==> src/rtl/prog_interval_timer.sv <==
module prog_interval_timer #(
  parameter int DIV_W = 16,
  parameter int CNT_W = 8,
  parameter int TAP0  = 9,
  parameter int TAP1  = 3,
  parameter int TAP2  = 5,
  parameter int TAP3  = 7
) (
  input  logic             clk,
  input  logic             rst_n,
  input  logic             tick,
  input  logic             wr_en,
  input  logic [1:0]       addr,
  input  logic [CNT_W-1:0] wdata,
  output logic [CNT_W-1:0] rdata,
  output logic             irq
);
  localparam logic [1:0] A_DIV = 2'd0;
  localparam logic [1:0] A_CNT = 2'd1;
  localparam logic [1:0] A_MOD = 2'd2;
  localparam logic [1:0] A_CTL = 2'd3;
  localparam logic [CNT_W-1:0] CNT_MAX = '1;

  logic [DIV_W-1:0] div_q;
  logic [CNT_W-1:0] cnt_q, mod_q;
  logic [2:0]       ctl_q;
  logic             gate_q, tap, gate, fall;
  logic             wr_div, wr_cnt;

  assign wr_div = wr_en && addr == A_DIV;
  assign wr_cnt = wr_en && addr == A_CNT;

  always_comb begin
    case (ctl_q[1:0])
      2'b00:   tap = div_q[TAP0];
      2'b01:   tap = div_q[TAP1];
      2'b10:   tap = div_q[TAP2];
      default: tap = div_q[TAP3];
    endcase
  end

  assign gate = ctl_q[2] & tap;
  assign fall = gate_q & ~gate;

  always_ff @(posedge clk or negedge rst_n) begin
    if (!rst_n) begin
      div_q  <= '0;
      gate_q <= 1'b0;
    end else begin
      gate_q <= gate;
      if (wr_div)    div_q <= '0;
      else if (tick) div_q <= div_q + 1'b1;
    end
  end

  always_ff @(posedge clk or negedge rst_n) begin
    if (!rst_n) begin
      cnt_q <= '0;
      irq   <= 1'b0;
    end else begin
      irq <= 1'b0;
      if (wr_cnt) cnt_q <= wdata;
      else if (fall) begin
        if (cnt_q == CNT_MAX) begin
          cnt_q <= mod_q;
          irq   <= 1'b1;
        end else begin
          cnt_q <= cnt_q + 1'b1;
        end
      end
    end
  end

  always_ff @(posedge clk or negedge rst_n) begin
    if (!rst_n) begin
      mod_q <= '0;
      ctl_q <= '0;
    end else if (wr_en) begin
      if (addr == A_MOD) mod_q <= wdata;
      if (addr == A_CTL) ctl_q <= wdata[2:0];
    end
  end

  always_comb begin
    case (addr)
      A_DIV:   rdata = div_q[DIV_W-1 -: CNT_W];
      A_CNT:   rdata = cnt_q;
      A_MOD:   rdata = mod_q;
      default: rdata = {{(CNT_W-3){1'b1}}, ctl_q};
    endcase
  end

  a_r3_div_clear: assert property (@(posedge clk) disable iff (!rst_n)
    wr_div |=> div_q == '0);

  a_r1_div_hold: assert property (@(posedge clk) disable iff (!rst_n)
    (!tick && !wr_div) |=> $stable(div_q));

  a_r5_step_only_on_fall: assert property (@(posedge clk) disable iff (!rst_n)
    (!fall && !wr_cnt) |=> $stable(cnt_q));

  a_r6_irq_single: assert property (@(posedge clk) disable iff (!rst_n)
    irq |=> !irq);

  a_r6_reload: assert property (@(posedge clk) disable iff (!rst_n)
    irq |-> cnt_q == $past(mod_q));

  a_r7_write_wins: assert property (@(posedge clk) disable iff (!rst_n)
    wr_cnt |=> (cnt_q == $past(wdata) && !irq));
endmodule

==> config.mk <==
export PLATFORM = sky130hd
export DESIGN_NAME = prog_interval_timer
export DESIGN_NICKNAME = d
export VERILOG_FILES = /design/src/rtl/prog_interval_timer.sv
export SDC_FILE = /design/constraint.sdc
export NUM_CORES = 1
export LEC_CHECK = 0
export ABC_AREA = 1
export BUFFER_PORTS_ARGS = -buffer_cell sky130_fd_sc_hd__buf_2
export CORE_ASPECT_RATIO = 1.2
export CORE_MARGIN = 2
export CORE_UTILIZATION = 30
export DETAILED_ROUTE_END_ITERATION = 12
export SYNTH_ARGS = -nofsm -noshare
export SYNTH_HDL_FRONTEND = slang
export SYNTH_SLANG_ARGS = --single-unit
==> constraint.sdc <==
create_clock -name clk -period 4 [get_ports clk]
set_clock_uncertainty 0.15 [all_clocks]
set_input_delay 0 -clock clk [delete_from_list [all_inputs] [get_ports clk]]
set_output_delay 0 -clock clk [all_outputs]
set_load 0.02 [all_outputs]
### After elaboration in Yosys (flattened, before gate mapping)

Cells that the tools add are included.

| cells by class | value |
|---|---|
| $add $sub $neg | 2 |
| $mul | 0 |
| div/mod/pow operators | 0 |
| magnitude comparators | 0 |
| equal/unequal tests | 6 |
| shift-type cells | 0 |
| mux-type cells | 10 |
| bitwise logic cells | 3 |
| reduce and logical (&&, ||, !) cells | 8 |

Operators with widths:

| operator | count |
|---|---|
| $mux 16 | 2 |
| $mux 8 | 3 |
| $pmux 8 s3 | 1 |
| $add 16x1->16 const B | 1 |
| $add 8x1->8 const B | 1 |
| $eq 8x8->1 const B | 1 |
| $eq 2x2->1 const B | 3 |
| $eq 2x1->1 const B | 2 |
| $logic_not 2->1 | 2 |
| $reduce_and 2->1 | 2 |
| $reduce_bool 2->1 | 2 |
| $mux 1 | 3 |
| $pmux 1 s3 | 1 |
| $and 1x1->1 | 2 |
| $logic_and 1x1->1 | 2 |
| $not 1->1 | 1 |

| storage, ports and cells | value |
|---|---|
| register bits | 37 |
| latch bits | 0 |
| bits in writable memories | 0 |
| memory bits (read-only) | 0 |
| input bits | 14 |
| output and inout port bits | 9 |
| logic and storage cells | 35 |
| memories kept | 0 |

### Depth between registers and ports, before layout

| depth | value |
|---|---|
| word-level depth | 7 |
| gate-level depth with buffers | 10 |

### Worst setup path before layout

No wires, ideal clock.

| timing path | value |
|---|---|
| path kind | flip-flop to flip-flop |
| from | register cnt_q[0] |
| to | register cnt_q[4] |
| library setup time | 116 ps |
| arrival time | 1226 ps |
| required time | 3734 ps |
| slack | 2507 ps |
| cell stages (with the launch flop) | 10 |
| path buffers | 0 |
| clock period less this slack | 1493 ps |
| cells stage by stage | dfrtp_1 > ha_1 > nand2_2 > nor2_8 > xor2_1 > nand2_1 > nand2_1 > nand2_1 > nand2_1 > nand2_1 |

| on the way | value |
|---|---|
| word-level cells in the longest chain between the ends | 4 |
| elaborated cells on any way between the ends | 5 |

RTL lines:

| item | line | RTL |
|---|---|---|
| from (decl) | 25 | `logic [CNT_W-1:0] cnt_q, mod_q;` |
| from (signal assigned) | 62 | `if (wr_cnt) cnt_q <= wdata;` |
| from (signal assigned) | 65 | `cnt_q <= mod_q;` |
| from (signal assigned) | 68 | `cnt_q <= cnt_q + 1'b1;` |
| $add 8x1->8 / $eq 8x8->1 (equally long branches) | 68, 64 |  |
| $mux 8 (*) | 64 | `if (cnt_q == CNT_MAX) begin` |
| $mux 8 (*) | 63 | `else if (fall) begin` |
| $mux 8 (*) | 62 |  |

Mark *: on every way between the ends. The rest lies on a longest branch, timed or not. The select of a mux whose other input is x is not followed.
A chain may end at the register's enable or synchronous reset.

### Worst setup path in the final report

| timing path | value |
|---|---|
| from | input wr_en |
| to | register cnt_q[7] |

| on the way | value |
|---|---|
| word-level cells in the longest chain between the ends | 2 |
| elaborated cells on any way between the ends | 3 |

RTL lines:

| item | line | RTL |
|---|---|---|
| from (decl) | 12 | `input logic wr_en,` |
| $logic_and 1x1->1 (*) | 31 | `assign wr_cnt = wr_en && addr == A_CNT;` |
| $mux 8 / $reduce_bool 2->1 (equally long branches) | -- |  |

Mark *: on every way between the ends. The rest lies on a longest branch, timed or not.

==> summary by stage <==
Clocking
Buffers inserted during clock tree synthesis total 5. The CTS root buffer is sky130_fd_sc_hd__clkbuf_8. The H-tree generated during clock tree synthesis spans 2 levels. Counting every sink on the clock net gives 37. The clock-pin slew reported for the worst setup and hold paths after clock tree synthesis is 0.07 ns. The clock passes through at most 2 buffers. The count of buffers added by post-CTS timing repair for setup is 0. TritonCTS built the clock tree.

The latest clock arrival within the worst-skew pair is about 0.29 ns.

Pwr
Of the total power, the share spent switching nets is 0.372. The share of total power in combinational logic is 0.299. In this run the power spent charging and discharging nets is 0.419 mW. Of the total power, registers draw 0.467. The analysis attributes to cell leakage a power of approximately 1.4 nW. The part of the total power dissipated in the clock network is 0.234. The largest vdd supply drop is around 0.22 mV.

Cell internal power was estimated by the tool at 0.709 mW. The power per unit of standard cell area is about 430 nW/um2. After layout, the design draws a total of 1.13 mW.

Die
In this run the horizontal extent of the chip is approximately 83 um. The region available for standard cell placement spans approximately 7300 um2. The starting utilization of the core area is 0.309. The die span in y is 98.8 um. The area of the die is 8200 um2.

After floorplanning, the core was divided into 34 placement rows. The number of top-level pins is 23.

Final layout
The utilization of the core after routing is 0.361. The final cell count without fillers is 434. From synthesis to final layout, the design area changed by 16.7%. The antenna diode instance count is 0. After routing the design area is 2620 um2.

The number of nets in the final layout is 360. The top cell types in the final layout, fill and taps aside, are sky130_fd_sc_hd__nand2_1, sky130_fd_sc_hd__inv_1, sky130_fd_sc_hd__dfrtp_1, sky130_fd_sc_hd__nand3_1, sky130_fd_sc_hd__buf_2. Of the cells placed in the final design, the portion with a size suffix greater than 1 is 0.140.

The library cell used most frequently in the layout, excluding fill and tap cells, is sky130_fd_sc_hd__nand2_1.

Critical path
The largest individual stage delay along the critical path comes from the cell sky130_fd_sc_hd__dlygate4sd3_1. The maximum cell stage delay along the critical path is ~0.53 ns. The critical path goes through dlygate4sd3_1 -> buf_2 -> nand2_1 -> clkinv_1 -> nor2_1 -> nand2_1 -> nand3_1. The family with the most delay on the worst path is buffers and inverters.

The type of the worst setup path is input port to flop. In this run the worst path has a maximum fanout of 11. By instance count, the cell type seen most on the critical path is sky130_fd_sc_hd__nand2_1. The type of element capturing the critical path is a flop. STA classifies the critical path startpoint as an input port.

At the worst endpoint, the required time is 4.08 ns. The data arrival at the endpoint of the critical path is between 1.5 and 2 ns. The worst path buffer plus inverter count is 3.

Yosys
The fraction of synthesis flops using an asynchronous set or reset pin is 1.00. The number of synthesized register bits is 37. The count of synthesis-stage warnings from yosys is 0. A synthesized cell averages 7.25 um2.

The net count of the mapped netlist is 326. The post-synthesis instance area is 2250 um2. After synthesis, the netlist uses 33 different library cells.

The portion of the post-synthesis area used by sequential elements is 0.412. The cell count after synthesis came out at 310. Counting flops with a built-in enable in the synthesized netlist gives 0. The most common flop cell mapped by yosys is sky130_fd_sc_hd__dfrtp_1.

Drt
The total via count after detailed routing is 2,065. The iteration count of the initial detailed-routing pass is 4. For this block, the routed nets add up to 5.50 mm of wire. Using the TritonRoute via totals, the vias-per-cell ratio works out to around 4.8. The count of antenna-violating nets left after detailed routing is 0. After the first detailed-routing iteration, the DRC count stood at 114. The number of remaining DRC errors is 0.

Dividing the detail-routed wire length by the instance count gives 12.7 um.

Global route
The total global routing track utilization is 0.139. The pin count of the biggest net entering global routing is 38. The initial antenna violation count is 0.

The number of global-route vias before repair was 1,957. The overall overflow remaining after global route is 0. The wire length of the first global-routing pass is 9.21 mm.

STA
The tightest hold path in the finished design has a slack of 0.142 ns. The worst path needs 1.70 ns of the cycle, external delays included. The number of slew-limit violations in the final report is 0. Setup repair after global routing left no endpoint under its margin. Once routing completed, OpenROAD measured the worst setup slack at about 2.3 ns. The final worst-path cycle share is 0.425. The final number of setup-violating endpoints is 0. The upper clock frequency limit is 588 MHz. The total count of hold-check failures in the final report was 0.

For the final routed database, the setup TNS stands at 0 ns. Headroom to the max-slew limit came out at 0.418. At the pin with the least slew margin, the transition time is a little under 0.9 ns.

Placed design
The placed wire-length estimate is 4.21 mm. Input and output buffers added on the ports amount to 22. The placed instance area is 2430 um2. The count of placed standard cells including taps is 416. Before CTS, the worst setup slack after placement is between 2 and 2.5 ns. The placer congestion estimate is 0.842.

Run status
The flow ran to the end, and the final reports show no timing, DRC or antenna violations.

Min path
The min-delay analysis places its worst path in the category input port to flop.

Run
The total of max-cap violations is 0.
==> final timing paths <==
path	start	endpoint	slack, ns	depth (start not counted)
min in group asynchronous	rst_n	mod_q[0]	0.22	2
min reg2reg	div_q[15]	div_q[15]	0.37	2
max reg2reg	cnt_q[0]	cnt_q[4]	2.34	9
min	addr[1]	ctl_q[2]	0.14	5
max in group asynchronous	rst_n	div_q[13]	2.94	2
max	wr_en	cnt_q[7]	2.30	7
==> what timing repair did <==
item | CTS | global route
hold buffers | 11 | 0
resized for setup | 0 | 0
endpoints found under the setup margin | 0 | 0
endpoints found under the hold margin | 61 | 0
==> cell families after synthesis <==
group,share of synthesized area
AO/OA/AOI/OAI,0.107
XOR/XNOR,0.00780
adder cells (fa/ha/maj),0.0111
buffers and inverters,0.0997
flip-flops,0.412
multiplexers,0.0150
AND/OR/NAND/NOR,0.347
==> final cells by class <==
cell class              instances  area, um2
fillers                       770       4650
flip-flops and latches         37        926
well taps                      90        113
repair buffers                 33        220
inverters                      48        180
clock buffers                   7       86.3
multi-input cells             219       1100
==> layer usage <==
metal,vias up,global-route usage,share of wire
met4,0,0.0416,0.011
met1,971,0.163,0.43
met5,-,0,0
met2,21,0.256,0.54
met3,7,0.0268,0.021
li1,1066,-,-
==> power groups by stage <==
stage               Combinational [mW]  Clock [mW]  Sequential (mW)
finish                           0.337       0.264            0.527
global route                     0.392       0.297            0.539
CTS                              0.342       0.277            0.526
floorplan                        0.255           0            0.509
detailed placement               0.333           0            0.533
global placement                 0.327           0            0.532
==> cells in the mapped netlist, types with 3 or more instances <==
master | number | share of area
sky130_fd_sc_hd__o21ai_0 | 20 | 0.045
sky130_fd_sc_hd__inv_2 | 4 | 0.0067
sky130_fd_sc_hd__nor2_1 | 16 | 0.027
sky130_fd_sc_hd__nand2_1 | 99 | 0.17
sky130_fd_sc_hd__nor3_1 | 7 | 0.016
sky130_fd_sc_hd__a21oi_1 | 9 | 0.020
sky130_fd_sc_hd__nand4_1 | 6 | 0.017
sky130_fd_sc_hd__nor2_2 | 4 | 0.011
sky130_fd_sc_hd__buf_2 | 3 | 0.0067
sky130_fd_sc_hd__dfrtp_1 | 37 | 0.41
sky130_fd_sc_hd__nand3_1 | 31 | 0.069
sky130_fd_sc_hd__o221ai_1 | 4 | 0.016
sky130_fd_sc_hd__mux2_2 | 3 | 0.015
sky130_fd_sc_hd__inv_1 | 43 | 0.072
==> tightest hold or removal path, stage by stage <==
cell,delay [ns]
sky130_fd_sc_hd__buf_2,0.15
sky130_fd_sc_hd__nand2_1,0.09
sky130_fd_sc_hd__inv_1,0.07
sky130_fd_sc_hd__nand2_1,0.13
sky130_fd_sc_hd__o21ai_0,0.09
==> flip-flops by register name, summed over array words and instances, names as in the netlist <==
register,flops
ctl_q,3
mod_q,8
cnt_q,8
gate_q,1
div_q,16
irq,1
Power figures use the tool's default switching activity.
